`src/rtl/wcq_pkg.sv`:
```
// Shared constants and types for the write-combining store queue.
// Assumes two queues of eight 32-bit words each, and a 29-bit physical address.
package wcq_pkg;
    localparam int DW       = 32;
    localparam int AW       = 32;
    localparam int PAW      = 29;
    localparam int NQ       = 2;
    localparam int NW       = 8;
    localparam int WIX      = $clog2(NW);
    localparam int QBIT     = WIX + 2;
    localparam int HIW      = 3;
    localparam int HILO     = 2;
    localparam int TAGW     = 6;
    localparam logic [TAGW-1:0] WIN_TAG = 6'b111000;

    typedef logic [NW-1:0][DW-1:0] qwords_t;
endpackage

```
`src/rtl/wcq_cfg.sv`:
```
// Upper-address configuration registers, one per queue.
// Only bits [4:2] are stored. Reads return those bits in place with all
// other bits zero. Both registers reset to zero.
module wcq_cfg
    import wcq_pkg::*;
(
    input  logic                     clk,
    input  logic                     rst_n,
    input  logic                     we,
    input  logic                     sel,
    input  logic [DW-1:0]            wdata,
    output logic [DW-1:0]            rdata,
    output logic [NQ-1:0][HIW-1:0]   hi
);
    logic unused_wbits;
    assign unused_wbits = ^{wdata[DW-1:HILO+HIW], wdata[HILO-1:0]};

    // Register update: keep the implemented field only.
    always_ff @(posedge clk) begin
        if (!rst_n) begin
            hi <= '0;
        end else if (we) begin
            hi[sel] <= wdata[HILO+HIW-1:HILO];
        end
    end

    // Readback of the selected register.
    always_comb begin
        rdata = '0;
        rdata[HILO+HIW-1:HILO] = hi[sel];
    end

    p_cfg_keep_r5: assert property (@(posedge clk) disable iff (!rst_n)
        !we |=> $stable(hi));
endmodule

```
`src/rtl/wcq_bank.sv`:
```
// Storage for both queues. One word is written per cycle; all words of a
// chosen queue are read in parallel. Contents are not reset.
module wcq_bank
    import wcq_pkg::*;
(
    input  logic            clk,
    input  logic            we,
    input  logic            wq,
    input  logic [WIX-1:0]  widx,
    input  logic [DW-1:0]   wdata,
    input  logic            rq,
    output qwords_t         rwords
);
    qwords_t words [NQ];

    for (genvar g = 0; g < NQ; g++) begin : g_queue
        // Word write into queue g.
        always_ff @(posedge clk) begin
            if (we && (wq == 1'(g))) begin
                words[g][widx] <= wdata;
            end
        end
    end

    // Parallel read of the selected queue.
    assign rwords = words[rq];
endmodule

```
`src/rtl/wcq_burst.sv`:
```
// Burst engine. On start it captures eight words, the destination address
// and the queue id, then sends the words in ascending order, one per
// ready cycle. Assumes start is given only while idle.
module wcq_burst
    import wcq_pkg::*;
(
    input  logic             clk,
    input  logic             rst_n,
    input  logic             start,
    input  logic             start_q,
    input  logic [PAW-1:0]   start_addr,
    input  qwords_t          start_words,
    output logic             busy,
    output logic             busy_q,
    output logic             mem_valid,
    output logic [PAW-1:0]   mem_addr,
    output logic [DW-1:0]    mem_data,
    output logic             mem_last,
    input  logic             mem_ready
);
    qwords_t          snap;
    logic [WIX-1:0]   beat;
    logic             active;
    logic             qid;
    logic [PAW-1:0]   addr_q;

    // Control: activity flag, beat counter, queue id, address.
    always_ff @(posedge clk) begin
        if (!rst_n) begin
            active <= 1'b0;
            beat   <= '0;
            qid    <= 1'b0;
            addr_q <= '0;
        end else if (start) begin
            active <= 1'b1;
            beat   <= '0;
            qid    <= start_q;
            addr_q <= start_addr;
        end else if (active && mem_ready) begin
            if (beat == WIX'(NW-1)) begin
                active <= 1'b0;
            end
            beat <= beat + 1'b1;
        end
    end

    // Data snapshot taken at flush acceptance.
    always_ff @(posedge clk) begin
        if (start) begin
            snap <= start_words;
        end
    end

    assign busy      = active;
    assign busy_q    = qid;
    assign mem_valid = active;
    assign mem_addr  = addr_q;
    assign mem_data  = snap[beat];
    assign mem_last  = active && (beat == WIX'(NW-1));

    p_align_r4: assert property (@(posedge clk) disable iff (!rst_n)
        mem_valid |-> (mem_addr[QBIT-1:0] == '0));
    p_hold_r11: assert property (@(posedge clk) disable iff (!rst_n)
        mem_valid && !mem_ready |=> mem_valid && $stable(mem_addr) && $stable(mem_data));
    p_last_valid_r3: assert property (@(posedge clk) disable iff (!rst_n)
        mem_last && mem_ready |=> !mem_valid || $past(start));
    p_start_idle_r8: assert property (@(posedge clk) disable iff (!rst_n)
        start |-> !active);
    p_reset_idle_r10: assert property (@(posedge clk) disable iff (!rst_n)
        $rose(rst_n) |-> !mem_valid);
endmodule

```
`src/rtl/wcq_top.sv`:
```
// Dual write-combining store queue top. It decodes the queue window,
// applies the stall rules, composes the burst address and connects the
// banks, the configuration registers and the burst engine.
// Assumes one store and one flush request port, each held by the core
// while core_stall is high.
module wcq_top
    import wcq_pkg::*;
(
    input  logic             clk,
    input  logic             rst_n,
    input  logic             st_valid,
    input  logic [AW-1:0]    st_addr,
    input  logic [DW-1:0]    st_data,
    input  logic             fl_valid,
    input  logic [AW-1:0]    fl_addr,
    output logic             core_stall,
    input  logic             cfg_we,
    input  logic             cfg_sel,
    input  logic [DW-1:0]    cfg_wdata,
    output logic [DW-1:0]    cfg_rdata,
    output logic             mem_valid,
    output logic [PAW-1:0]   mem_addr,
    output logic [DW-1:0]    mem_data,
    output logic             mem_last,
    input  logic             mem_ready
);
    logic                    st_hit, fl_hit, st_q, fl_q;
    logic                    st_take, fl_take;
    logic                    eng_busy, eng_q;
    logic [NQ-1:0]           q_busy;
    logic [NQ-1:0][HIW-1:0]  hi;
    qwords_t                 fl_words;
    logic [PAW-1:0]          fl_dest;
    logic                    unused_abits;

    assign unused_abits = ^{st_addr[AW-TAGW-1:QBIT+1], st_addr[1:0], fl_addr[QBIT-1:0]};

    // Window decode and queue selection for both request ports.
    always_comb begin
        st_hit = st_valid && (st_addr[AW-1:AW-TAGW] == WIN_TAG);
        fl_hit = fl_valid && (fl_addr[AW-1:AW-TAGW] == WIN_TAG);
        st_q   = st_addr[QBIT];
        fl_q   = fl_addr[QBIT];
    end

    // Per-queue draining flags from the engine state.
    always_comb begin
        for (int i = 0; i < NQ; i++) begin
            q_busy[i] = eng_busy && (eng_q == 1'(i));
        end
    end

    // Stall: store to a draining queue, flush during a burst, or a store
    // and flush to the same queue in one cycle.
    always_comb begin
        core_stall = (st_hit && q_busy[st_q])
                   || (fl_hit && eng_busy)
                   || (st_hit && fl_hit && (st_q == fl_q));
        st_take    = st_hit && !core_stall;
        fl_take    = fl_hit && !core_stall;
    end

    // Destination: upper bits from config, middle from flush address,
    // queue bit, zero low bits.
    assign fl_dest = {hi[fl_q], fl_addr[PAW-HIW-1:QBIT+1], fl_q, {QBIT{1'b0}}};

    wcq_cfg u_cfg (
        .clk   (clk),
        .rst_n (rst_n),
        .we    (cfg_we),
        .sel   (cfg_sel),
        .wdata (cfg_wdata),
        .rdata (cfg_rdata),
        .hi    (hi)
    );

    wcq_bank u_bank (
        .clk    (clk),
        .we     (st_take),
        .wq     (st_q),
        .widx   (st_addr[QBIT-1:2]),
        .wdata  (st_data),
        .rq     (fl_q),
        .rwords (fl_words)
    );

    wcq_burst u_burst (
        .clk         (clk),
        .rst_n       (rst_n),
        .start       (fl_take),
        .start_q     (fl_q),
        .start_addr  (fl_dest),
        .start_words (fl_words),
        .busy        (eng_busy),
        .busy_q      (eng_q),
        .mem_valid   (mem_valid),
        .mem_addr    (mem_addr),
        .mem_data    (mem_data),
        .mem_last    (mem_last),
        .mem_ready   (mem_ready)
    );

    p_busy_store_stall_r7: assert property (@(posedge clk) disable iff (!rst_n)
        st_hit && mem_valid && (st_q == eng_q) |-> core_stall);
    p_other_queue_free_r6: assert property (@(posedge clk) disable iff (!rst_n)
        st_hit && !fl_valid && !(mem_valid && (st_q == eng_q)) |-> !core_stall);
    p_miss_no_stall_r1: assert property (@(posedge clk) disable iff (!rst_n)
        !st_hit && !fl_hit |-> !core_stall);
    p_flush_wait_r8: assert property (@(posedge clk) disable iff (!rst_n)
        fl_hit && mem_valid |-> core_stall);
    p_same_queue_r9: assert property (@(posedge clk) disable iff (!rst_n)
        st_hit && fl_hit && (st_q == fl_q) |=> !$past(u_bank.we));
endmodule

```
`config.mk`:
```
export PLATFORM = sky130hd
export DESIGN_NAME = wcq_top
export DESIGN_NICKNAME = d
export VERILOG_FILES = /design/src/rtl/wcq_pkg.sv /design/src/rtl/wcq_cfg.sv /design/src/rtl/wcq_bank.sv /design/src/rtl/wcq_burst.sv /design/src/rtl/wcq_top.sv
export SDC_FILE = /design/constraint.sdc
export NUM_CORES = 1
export LEC_CHECK = 0
export CAP_MARGIN = 20
export CORE_AREA = 2 2 347 384
export CTS_BUF_LIST = sky130_fd_sc_hd__clkbuf_8
export DETAILED_ROUTE_END_ITERATION = 8
export DIE_AREA = 0 0 349 386
export GPL_TIMING_DRIVEN = 0
export PLACE_DENSITY_LB_ADDON = 0.25
export SLEW_MARGIN = 10
export SYNTH_ARGS = -nofsm -noshare
export SYNTH_HDL_FRONTEND = slang
export SYNTH_SLANG_ARGS = --single-unit
```
`constraint.sdc`:
```
create_clock -name clk -period 5.4 [get_ports clk]
set_input_delay 0.81 -clock clk [delete_from_list [all_inputs] [get_ports clk]]
set_output_delay 0.81 -clock clk [all_outputs]
set_load 0.01 [all_outputs]
```
; Yosys cells after proc, flatten, opt, wreduce, memory -nomap -nowiden
; Memory sizes are Yosys's and may differ from the RTL's. A register that Yosys moved wholly into a read port is not among the register bits.
; Cells that the tools add are included.
[classes]
mux = 23
magnitude_cmp = 7
n_reduce_logical = 24
n_eq_ne = 4
add_sub_neg = 1
n_bitwise = 3
[op_table]
columns = operator, count
row1 = 256-bit 2-to-1 mux, 4
row2 = 256-bit OR reduction, 1
row3 = 32-bit binary-select mux with 3-bit select, 1
row4 = 32-bit demux with 3-bit select, 1
row5 = 32-bit 2-to-1 mux, 2
row6 = 1-bit logical AND, 16
row7 = 3-bit 2-to-1 mux, 5
row8 = "6-bit == test, second input constant", 2
row9 = "3-bit by 4-bit < comparator with 1-bit output, second input constant", 2
row10 = 1-bit 2-to-1 mux, 8
row11 = 6-bit bitwise mux, 1
row12 = "1-bit by 2-bit < comparator with 1-bit output, second input constant", 3
row13 = 2-bit nonzero test, 2
row14 = "3-bit by 1-bit adder with 3-bit output, second input constant", 1
row15 = 3-bit demux with 1-bit select, 1
row16 = "3-bit == test, second input constant", 1
row17 = "3-bit by 1-bit greater-or-equal comparator with 1-bit output, second input constant", 1
row18 = 1-bit NOT, 3
row19 = 1-bit logical OR, 2
row20 = 2-bit AND reduction, 1
row21 = 2-bit OR reduction, 1
row22 = 1-bit == test, 1
row23 = "1-bit greater-or-equal comparator, second input constant", 1
row24 = 1-bit zero test, 1
[word_totals]
regBits = 35
wordCells = 69
mem_bits_rw = 512
mem_count = 1
[memory_table]
columns = name, words, width, rd, rd_clocked_by_memory_dff, wr, line
row1 = u_bank.words, 2, 256, 1, 1, 1, wcq_bank.sv:14  ; qwords_t words [NQ];

; Depth between registers and ports, before layout
; Gate-level depths: netlist (run 1).
[depth]
ltp_word = 14
ltp_mapped = 7
depth_no_buf = 4

; Hierarchy
; A second synthesis (run 1) with hierarchy kept.
[hier_totals]
cells_unflattened = 1390
area_unflattened_um2 = 30322.8
[by_module_without_submodules]
columns = module, cells_per_inst, seq_area_each_um2, n_inst, area_each_um2
row1 = wcq_bank, 819, 15374.7, 1, 18672.9
row2 = wcq_burst, 487, 8368.0, 1, 10946.7
row3 = wcq_cfg, 58, 120.1, 1, 503.0
row4 = wcq_top, 26, 0.0, 1, 200.2

; Worst setup path after synthesis (run 1)
; Ideal clock, no wire load.
[synth_timing]
path_type = input to register
start = in st_addr[5]
end = mem u_bank.words[0][0] (netlist bit), enable pin
cell_stages = 5
t_arrival_ns = 3.789
slack_ns = 1.150
n_path_buf = 1
cell_sequence = buf_4 -> xnor2_1 -> a2bb2oi_1 -> o2111ai_1 -> nor3_1
[synth_between]
elab_chain_len = 12
word_cells_on_any_way = 19
cone_classes = eq/ne: 1 / mux: 8 / bitwise: 1 / reduce/logical: 9
[synth_lines]
columns = element, line
row1 = from (decl), wcq_top.sv:12  ; input logic [AW-1:0] st_addr,
row2 = 1-bit 2-to-1 mux (not written as such) (2 in a row), wcq_top.sv:56  ; core_stall = (st_hit && q_busy[st_q])
row3 = 1-bit logical AND, wcq_top.sv:56
row4 = 1-bit logical OR, wcq_top.sv:57  ; || (fl_hit && eng_busy)
row5 = 1-bit logical OR, wcq_top.sv:58  ; || (st_hit && fl_hit && (st_q == fl_q));
row6 = 1-bit zero test, wcq_top.sv:59  ; st_take = st_hit && !core_stall;
row7 = 1-bit logical AND, wcq_top.sv:59
row8 = 1-bit logical AND, wcq_bank.sv:19  ; if (we && (wq == 1'(g))) begin
row9 = 1-bit 2-to-1 mux, wcq_bank.sv:19
row10 = 256-bit 2-to-1 mux (not written as such), wcq_bank.sv:20  ; words[g][widx] <= wdata;
row11 = 256-bit OR reduction (no source line), -
row12 = 1-bit 2-to-1 mux (no source line) or 256-bit 2-to-1 mux (tied branches), -
row13 = to (decl), wcq_bank.sv:14
; Parallel ways exist; a longest one is shown, timed or not. The select of a mux whose other input is x is not followed.

; Worst setup path in the final report (run 1)
[layout_timing]
start = reg u_burst.beat[1]
end = out mem_data[19]
[layout_between]
elab_chain_len = 2
[layout_lines]
columns = element, line
row1 = from (decl), wcq_burst.sv:22  ; logic [WIX-1:0] beat;
row2 = from (signal assigned), wcq_burst.sv:43  ; beat <= beat + 1'b1;
row3 = 32-bit binary-select mux with 3-bit select, wcq_burst.sv:58  ; assign mem_data = snap[beat];
row4 = 32-bit 2-to-1 mux (not written as such), wcq_burst.sv:58
row5 = to (decl), wcq_top.sv:23  ; output logic [DW-1:0] mem_data,
; Every way passes these cells. The select of a mux whose other input is x is not followed.

==> flow_summary.toml, run 1 <==
[run_status]
status = "finished clean"

[floorplanning]
dieWidth_um = 349
dieArea_um2 = 135000
rows = 140
pin_count = 231
start_util_pct = 22.8
core-area_um2 = 131000
chipHeight_um = 386

[logic_synthesis]
synth_seq_cells = 802
synthArstFlopShare_pct = 0
avgSynthCellArea_um2 = 21.5
netlist_instances = 1391
synthFlopType = "edfxtp_1"
synth_cell_types = 35
ys_seq_area_share_pct = 79.4
synth_top_area_share_pct = 77.1
synth-edff-count = 768
yosys_warnings = 0
syn_area_um2 = 29900
synthTopCellsByArea = "edfxtp_1, mux2_2, mux4_2"
synth_top_area_cell = "edfxtp_1"

[global_routing]
gr-total-overflow = 0
grt_usage_pct = 11.0
met1_usage_pct = 13.5
grt_max_degree = 99
grt_pass1_vias = 15300
antenna_found_initial = 7
met3_usage_pct = 2.79
grt_pass1_wl_um = 106000
met2_usage_pct = 18.9
busiest_layer = "met2"

[critical_path]
worst_path_max_delay_cell = "buf_1"
required_ns = 4.59
worstSetupPathType = "flip-flop to output pin"
path_buf_inv = 3
cp-startpoint = "u_burst.beat[1]$_SDFFE_PP0P_"
startpoint_type = "flip-flop"
r2r_start = "u_burst.mem_addr[5]$_SDFFE_PN0P_"
cp_cell_sequence = "buf_2, buf_1, mux4_2, mux2_2, clkdlybuf4s50_1"
r2r-end = "u_bank.words[0][15]$_DFFE_PP_"
cp_slowest_stage_delay_ns = 0.90
critPathCaptureType = "output pin"
regToRegSetupSlack_ns = 2.30
path_delay_family = "buffers and inverters"
cp_max_fo = 10
ff2ff_path_depth = 7
worstPathArrival_ns = 3.74

[clocking]
cts_hold_buf = 0
htree_levels = 4
post_cts_buffers = 0
worst_skew_pair.late_latency_ns = 0.79
clockRootBuffer = "clkbuf_8"
cts_buffers = 139
clock_sinks = 802
clk_pin_slew_ns = 0.06
tritoncts = "done"
cts_buffer_depth = 3
cts-resized-gates = 0

[detailed_routing]
avgRoutedWirePerCell_um = 20.9
drc = 0
vias_per_cell = 3.96
vias = 14100
drtPass1Iterations = 5
wirelength_um = 74200
ant_nets = 0
dr.first_iter.drc_count = 961

[sta]
min_period_ns = 4.55
timing.final.crit_share_pct = 84.3
tns_ns = 0
tightest_slew_ns = 1.16
drv_slew = 0
rsz0062_at_grt = "no"
setup_viol = 0
hold_viol = 0
slew_headroom_pct = 22.5
skew_ns = 0.0498
fmax_ghz = 0.220
setup_ws_ns = 0.848

[pwr]
p_per_area_nw_per_um2 = 331
leakage_nw = 11.7
ir_drop_mv = 0.177

[finish]
fin_area_um2 = 36900
syn2layout_area_growth_pct = 23.4
fillCellCount = 12900
nets = 1882
drive_gt1_share_pct = 35.2

[hold_path]
whs_path_depth = 3
hold_path.class = "primary input to flip-flop"
min_to = "u_cfg.hi[5]$_SDFFE_PN0P_"
min_from = "cfg_sel"

[place]
gp_congestion = 0.727
portBuffers = 136
dpl_cell_area_um2 = 34400
pre_cts_ws_ns = 1.22
hpwl_um = 46800

[run]
cap_violations = 0
[worst max path at each step]
stage | endpoint | slack (ns) | cells past startpoint
global placement | u_bank.words[0][46]$_DFFE_PP_ | -3.42 | 5
finish | mem_data[19] | 0.85 | 5
global route | mem_data[19] | 0.70 | 5
CTS | mem_data[19] | 0.66 | 5
floorplan | u_bank.words[0][0]$_DFFE_PP_ | 1.15 | 5
detailed placement | u_burst.snap[81]$_DFFE_PP_ | 1.22 | 7
[power breakdown]
group / switching (W) / internal, W / leakage (nW) / total (W)
logic: 0.000196 / 0.000158 / 3.11 / 0.000354
clock network: 0.00245 / 0.00263 / 1.44 / 0.00507
registers: 0.00000286 / 0.00680 / 7.18 / 0.00681
total: 0.00264 / 0.00959 / 11.7 / 0.0122
[sequential cells by signal (all words and copies together) (netlist names)]
| name | flops |
|---|---|
| u_burst.beat | 3 |
| u_bank.words | 512 |
| u_burst.mem_addr | 24 |
| u_burst.busy | 1 |
| u_burst.snap | 256 |
| u_cfg.hi | 6 |
[stage by stage]
stage	utilization, %	cells	power, W	hold slack, ns
finish	28.1	3554	0.0122	0.454
global route	28.1	3552	0.0127	0.433
CTS	28.1	3551	0.0124	0.358
detailed placement	26.2	3308	0.00730	0.453
global placement	25.6	3264	0.00728	0.443
floorplan	-	1424	0.00710	0.453
[logic make-up (layout without fill, tap and decap cells)]
kind of cell / after synthesis / after routing / share of synthesized area (%)
AOI/OAI and AO/OA: 16 / 16 / 0.456
adders and majority gates: 2 / 2 / 0.0836
buffers and inverters: 95 / 518 / 1.94
other: 1 / 37 / 0.0125
muxes: 384 / 384 / 16.7
DFF: 802 / 802 / 79.4
xor gates and xnor gates: 3 / 3 / 0.0878
and+or+nand+nor: 88 / 88 / 1.31
[layout by cell type, fill, tap and decap left out, drive strengths merged, types with 2 or more instances in the layout]
cell type,Yosys,routed
nor3,6,6
nor2,14,14
clkbuf,22,166
o211a,3,3
mux4,64,64
clkinv,0,42
inv,2,52
xnor2,2,2
dfxtp,34,34
ha,2,2
nand2,48,48
a21boi,4,4
nand2b,2,2
edfxtp,768,768
conb,1,34
clkinvlp,0,4
nand3,6,6
mux2,291,291
nor3b,3,3
o2111ai,4,4
diode,0,3
buf,71,115
clkdlybuf4s50,0,136
bufinv,0,3
and2,2,2
mux2i,29,29
nor2b,4,4
[cell type report]
| class | count | area (µm²) | share of cell area, % |
|---|---|---|---|
| Clock buffer | 144 | 1980 | 5.37 |
| Inverter | 2 | 7.51 | 0.0203 |
| Tap cell | 1704 | 2130 | 5.78 |
| Antenna cell | 3 | 7.51 | 0.0203 |
| Buffer | 93 | 577 | 1.56 |
| Sequential cell | 802 | 23700 | 64.3 |
| Multi-Input combinational cell | 527 | 5830 | 15.8 |
| Clock inverter | 99 | 547 | 1.48 |
| Timing Repair Buffer | 180 | 2090 | 5.65 |
[Yosys cell counts (2+ instances only)]
| cell type | n |
|---|---|
| nand2_1 | 48 |
| inv_1 | 2 |
| buf_6 | 7 |
| mux2i_1 | 29 |
| buf_1 | 3 |
| nor2b_1 | 4 |
| nor2_1 | 14 |
| dfxtp_1 | 34 |
| nand2b_1 | 2 |
| mux2_2 | 291 |
| mux4_2 | 64 |
| xnor2_1 | 2 |
| and2_1 | 2 |
| edfxtp_1 | 768 |
| nand3_1 | 6 |
| clkbuf_1 | 22 |
| nor3b_1 | 3 |
| o2111ai_1 | 4 |
| buf_4 | 38 |
| ha_1 | 2 |
| nor3_1 | 5 |
| o211a_1 | 3 |
| buf_2 | 23 |
| a21boi_0 | 4 |
[worst reg2reg max path: cells and delay by family, from the launching register on]
family                    cells  cell delay [ns]
AOI/OAI and AO/OA             2             0.79
xor gates and xnor gates      1             0.11
buffers and inverters         3             0.75
DFF                           1             0.38
and+or+nand+nor               1             0.76
[layer usage]
layer	part of all wire, %	wire [µm]
met2	50	37200
met5	0.031	23
met3	4.8	3590
met1	43	31900
met4	2.0	1520
Power figures use the tool's default switching activity.
==> run 2: changes to the inputs <==
==> constraint.sdc (replaced) <==
create_clock -name clk -period 4.05 [get_ports clk]
set_input_delay 0.6075 -clock clk [delete_from_list [all_inputs] [get_ports clk]]
set_output_delay 0.6075 -clock clk [all_outputs]
set_load 0.01 [all_outputs]
==> run 2 against run 1 <==
Against the previous run: clock-buffer cell count unchanged; clock power grew 33%; combinational power grew 33%; via count is essentially flat; non-clock buffer count unchanged; die area stayed put; utilization about the same; largest power group unchanged.
==> flow_summary.toml, run 2 (synthesis results as in run 1) <==
[hold_path]
hold_path.class = "primary input to flip-flop"

[detailed_routing]
vias = 14100
route.met2.wl_um = 37300
met3WireLength_um = 3600
wl_met1_um = 31900
vias_per_cell = 3.97
drc = 0
wirelength_um = 74300
top_layer = "met5"
dr.first_iter.drc_count = 977
avgRoutedWirePerCell_um = 20.9
drtPass1Iterations = 5
ant_nets = 0

[sta]
setup_ws_ns = 0.0860
tightest_slew_ns = 1.00
setup_viol = 0
timing.final.crit_share_pct = 97.9
rsz0062_at_grt = "no"
slew_headroom_pct = 33.2
fmax_ghz = 0.252
hold_viol = 0
min_period_ns = 3.96
drv_slew = 0
skew_ns = 0.0498

[pwr]
power.switching_w = 0.00352
ir_drop_mv = 0.237
p_comb_share_pct = 2.9
p_per_area_nw_per_um2 = 442
p_seq_share_pct = 55.7
leakage_nw = 11.8
p_clk_share_pct = 41.5
p_int_w = 0.0128
power.share.switching_pct = 21.6

[critical_path]
worstPathArrival_ns = 3.36
critPathCaptureType = "output pin"
cp_max_fo = 10
cp_slowest_stage_delay_ns = 0.52
cp_cell_sequence = "buf_2, clkdlybuf4s18_2, mux4_2, mux2_2, clkdlybuf4s50_1"
path_buf_inv = 3
path_delay_family = "buffers and inverters"
required_ns = 3.44
worstSetupPathType = "flip-flop to output pin"
worst_path_max_delay_cell = "clkdlybuf4s18_2"
startpoint_type = "flip-flop"

[floorplanning]
rows = 140
core-area_um2 = 131000
dieArea_um2 = 135000
pin_count = 231
chipHeight_um = 386
start_util_pct = 22.8
dieWidth_um = 349

[clocking]
clk_pin_slew_ns = 0.06
clockRootBuffer = "clkbuf_8"
htree_levels = 4
cts_hold_buf = 0
tritoncts = "done"
worst_skew_pair.late_latency_ns = 0.79
cts_buffers = 139
clock_sinks = 802
post_cts_buffers = 0
cts_buffer_depth = 3

[finish]
layout_common_cells = "edfxtp_1, mux2_2, clkbuf_8"
fin_area_um2 = 36900
syn2layout_area_growth_pct = 23.4
top_register = "u_bank.words"
utilization_pct = 28.1
drive_gt1_share_pct = 35.7
final_common_cell = "edfxtp_1"
nets = 1882
largest_register_ffs = 512

[place]
dpl_cell_area_um2 = 34400
pre_cts_ws_ns = 0.0688
portBuffers = 136
gp_congestion = 0.727
hpwl_um = 46800

[global_routing]
antenna_found_initial = 7
grt_pass1_wl_um = 106000
grt_usage_pct = 11.0
grt_pass1_vias = 15300
grt_max_degree = 99
gr-total-overflow = 0

[run_status]
status = "finished clean"

[run]
cap_violations = 0
run 2: final timing paths:
kind / from / to / slack [ns] / depth (start not counted)
worst min-delay path: cfg_sel / u_cfg.hi[5]$_SDFFE_PN0P_ / 0.25 / 3
worst max-delay path: u_burst.beat[1]$_SDFFE_PP0P_ / mem_data[29] / 0.09 / 5
worst min register to register: u_burst.mem_addr[6]$_SDFFE_PN0P_ / u_burst.mem_addr[6]$_SDFFE_PN0P_ / 0.46 / 2
worst max register to register: u_burst.mem_addr[5]$_SDFFE_PN0P_ / u_bank.words[0][15]$_DFFE_PP_ / 0.96 / 7
run 2: layout make-up:
class	instances	area (µm²)
Timing Repair Buffer	180	2090
Buffer	93	602
Sequential cell	802	23700
Clock inverter	99	547
Tap cell	1704	2130
Antenna cell	2	5.00
Multi-Input combinational cell	527	5830
Clock buffer	144	1980
Inverter	2	7.51
Fill cell	12900	94300
run 2: through the flow:
step                hold WS (ns)  power (W)  setup TNS, ns  std cells
floorplan                  0.453    0.00947              0       1424
global placement           0.443    0.00971       -1393.86       3264
detailed placement         0.453    0.00973              0       3308
CTS                        0.155     0.0166     -0.0000493       3551
global route               0.231     0.0169              0       3552
finish                     0.250     0.0163              0       3553
run 2: worst min-delay path, stage by stage:
cell	delay, ns
clkbuf_1	0.18
nand3_1	0.13
a21boi_0	0.07
run 2: what timing repair did:
item                       4_1_cts  5_1_grt
gates resized for setup         16        1
pin swaps                        0        0
cloned                           0        0
setup endpoints to repair       32        1
hold endpoints to repair         0        0
run 2: power by group through the flow:
stage          Clock, W  Sequential (W)  Combinational (W)
2_1_floorplan         0         0.00925           0.000226
3_3_place_gp          0         0.00925           0.000459
3_5_place_dp          0         0.00925           0.000481
4_1_cts         0.00702         0.00907           0.000484
5_1_grt         0.00735         0.00907           0.000514
6_report        0.00676         0.00908           0.000472
run 2: routing by layer:
layer  global-route usage [%]  vias to the layer above
met5                        0                        -
met4                     3.62                        8
met3                     2.79                      109
met2                     18.9                      371
met1                     13.5                     7378
li1                         -                     6230
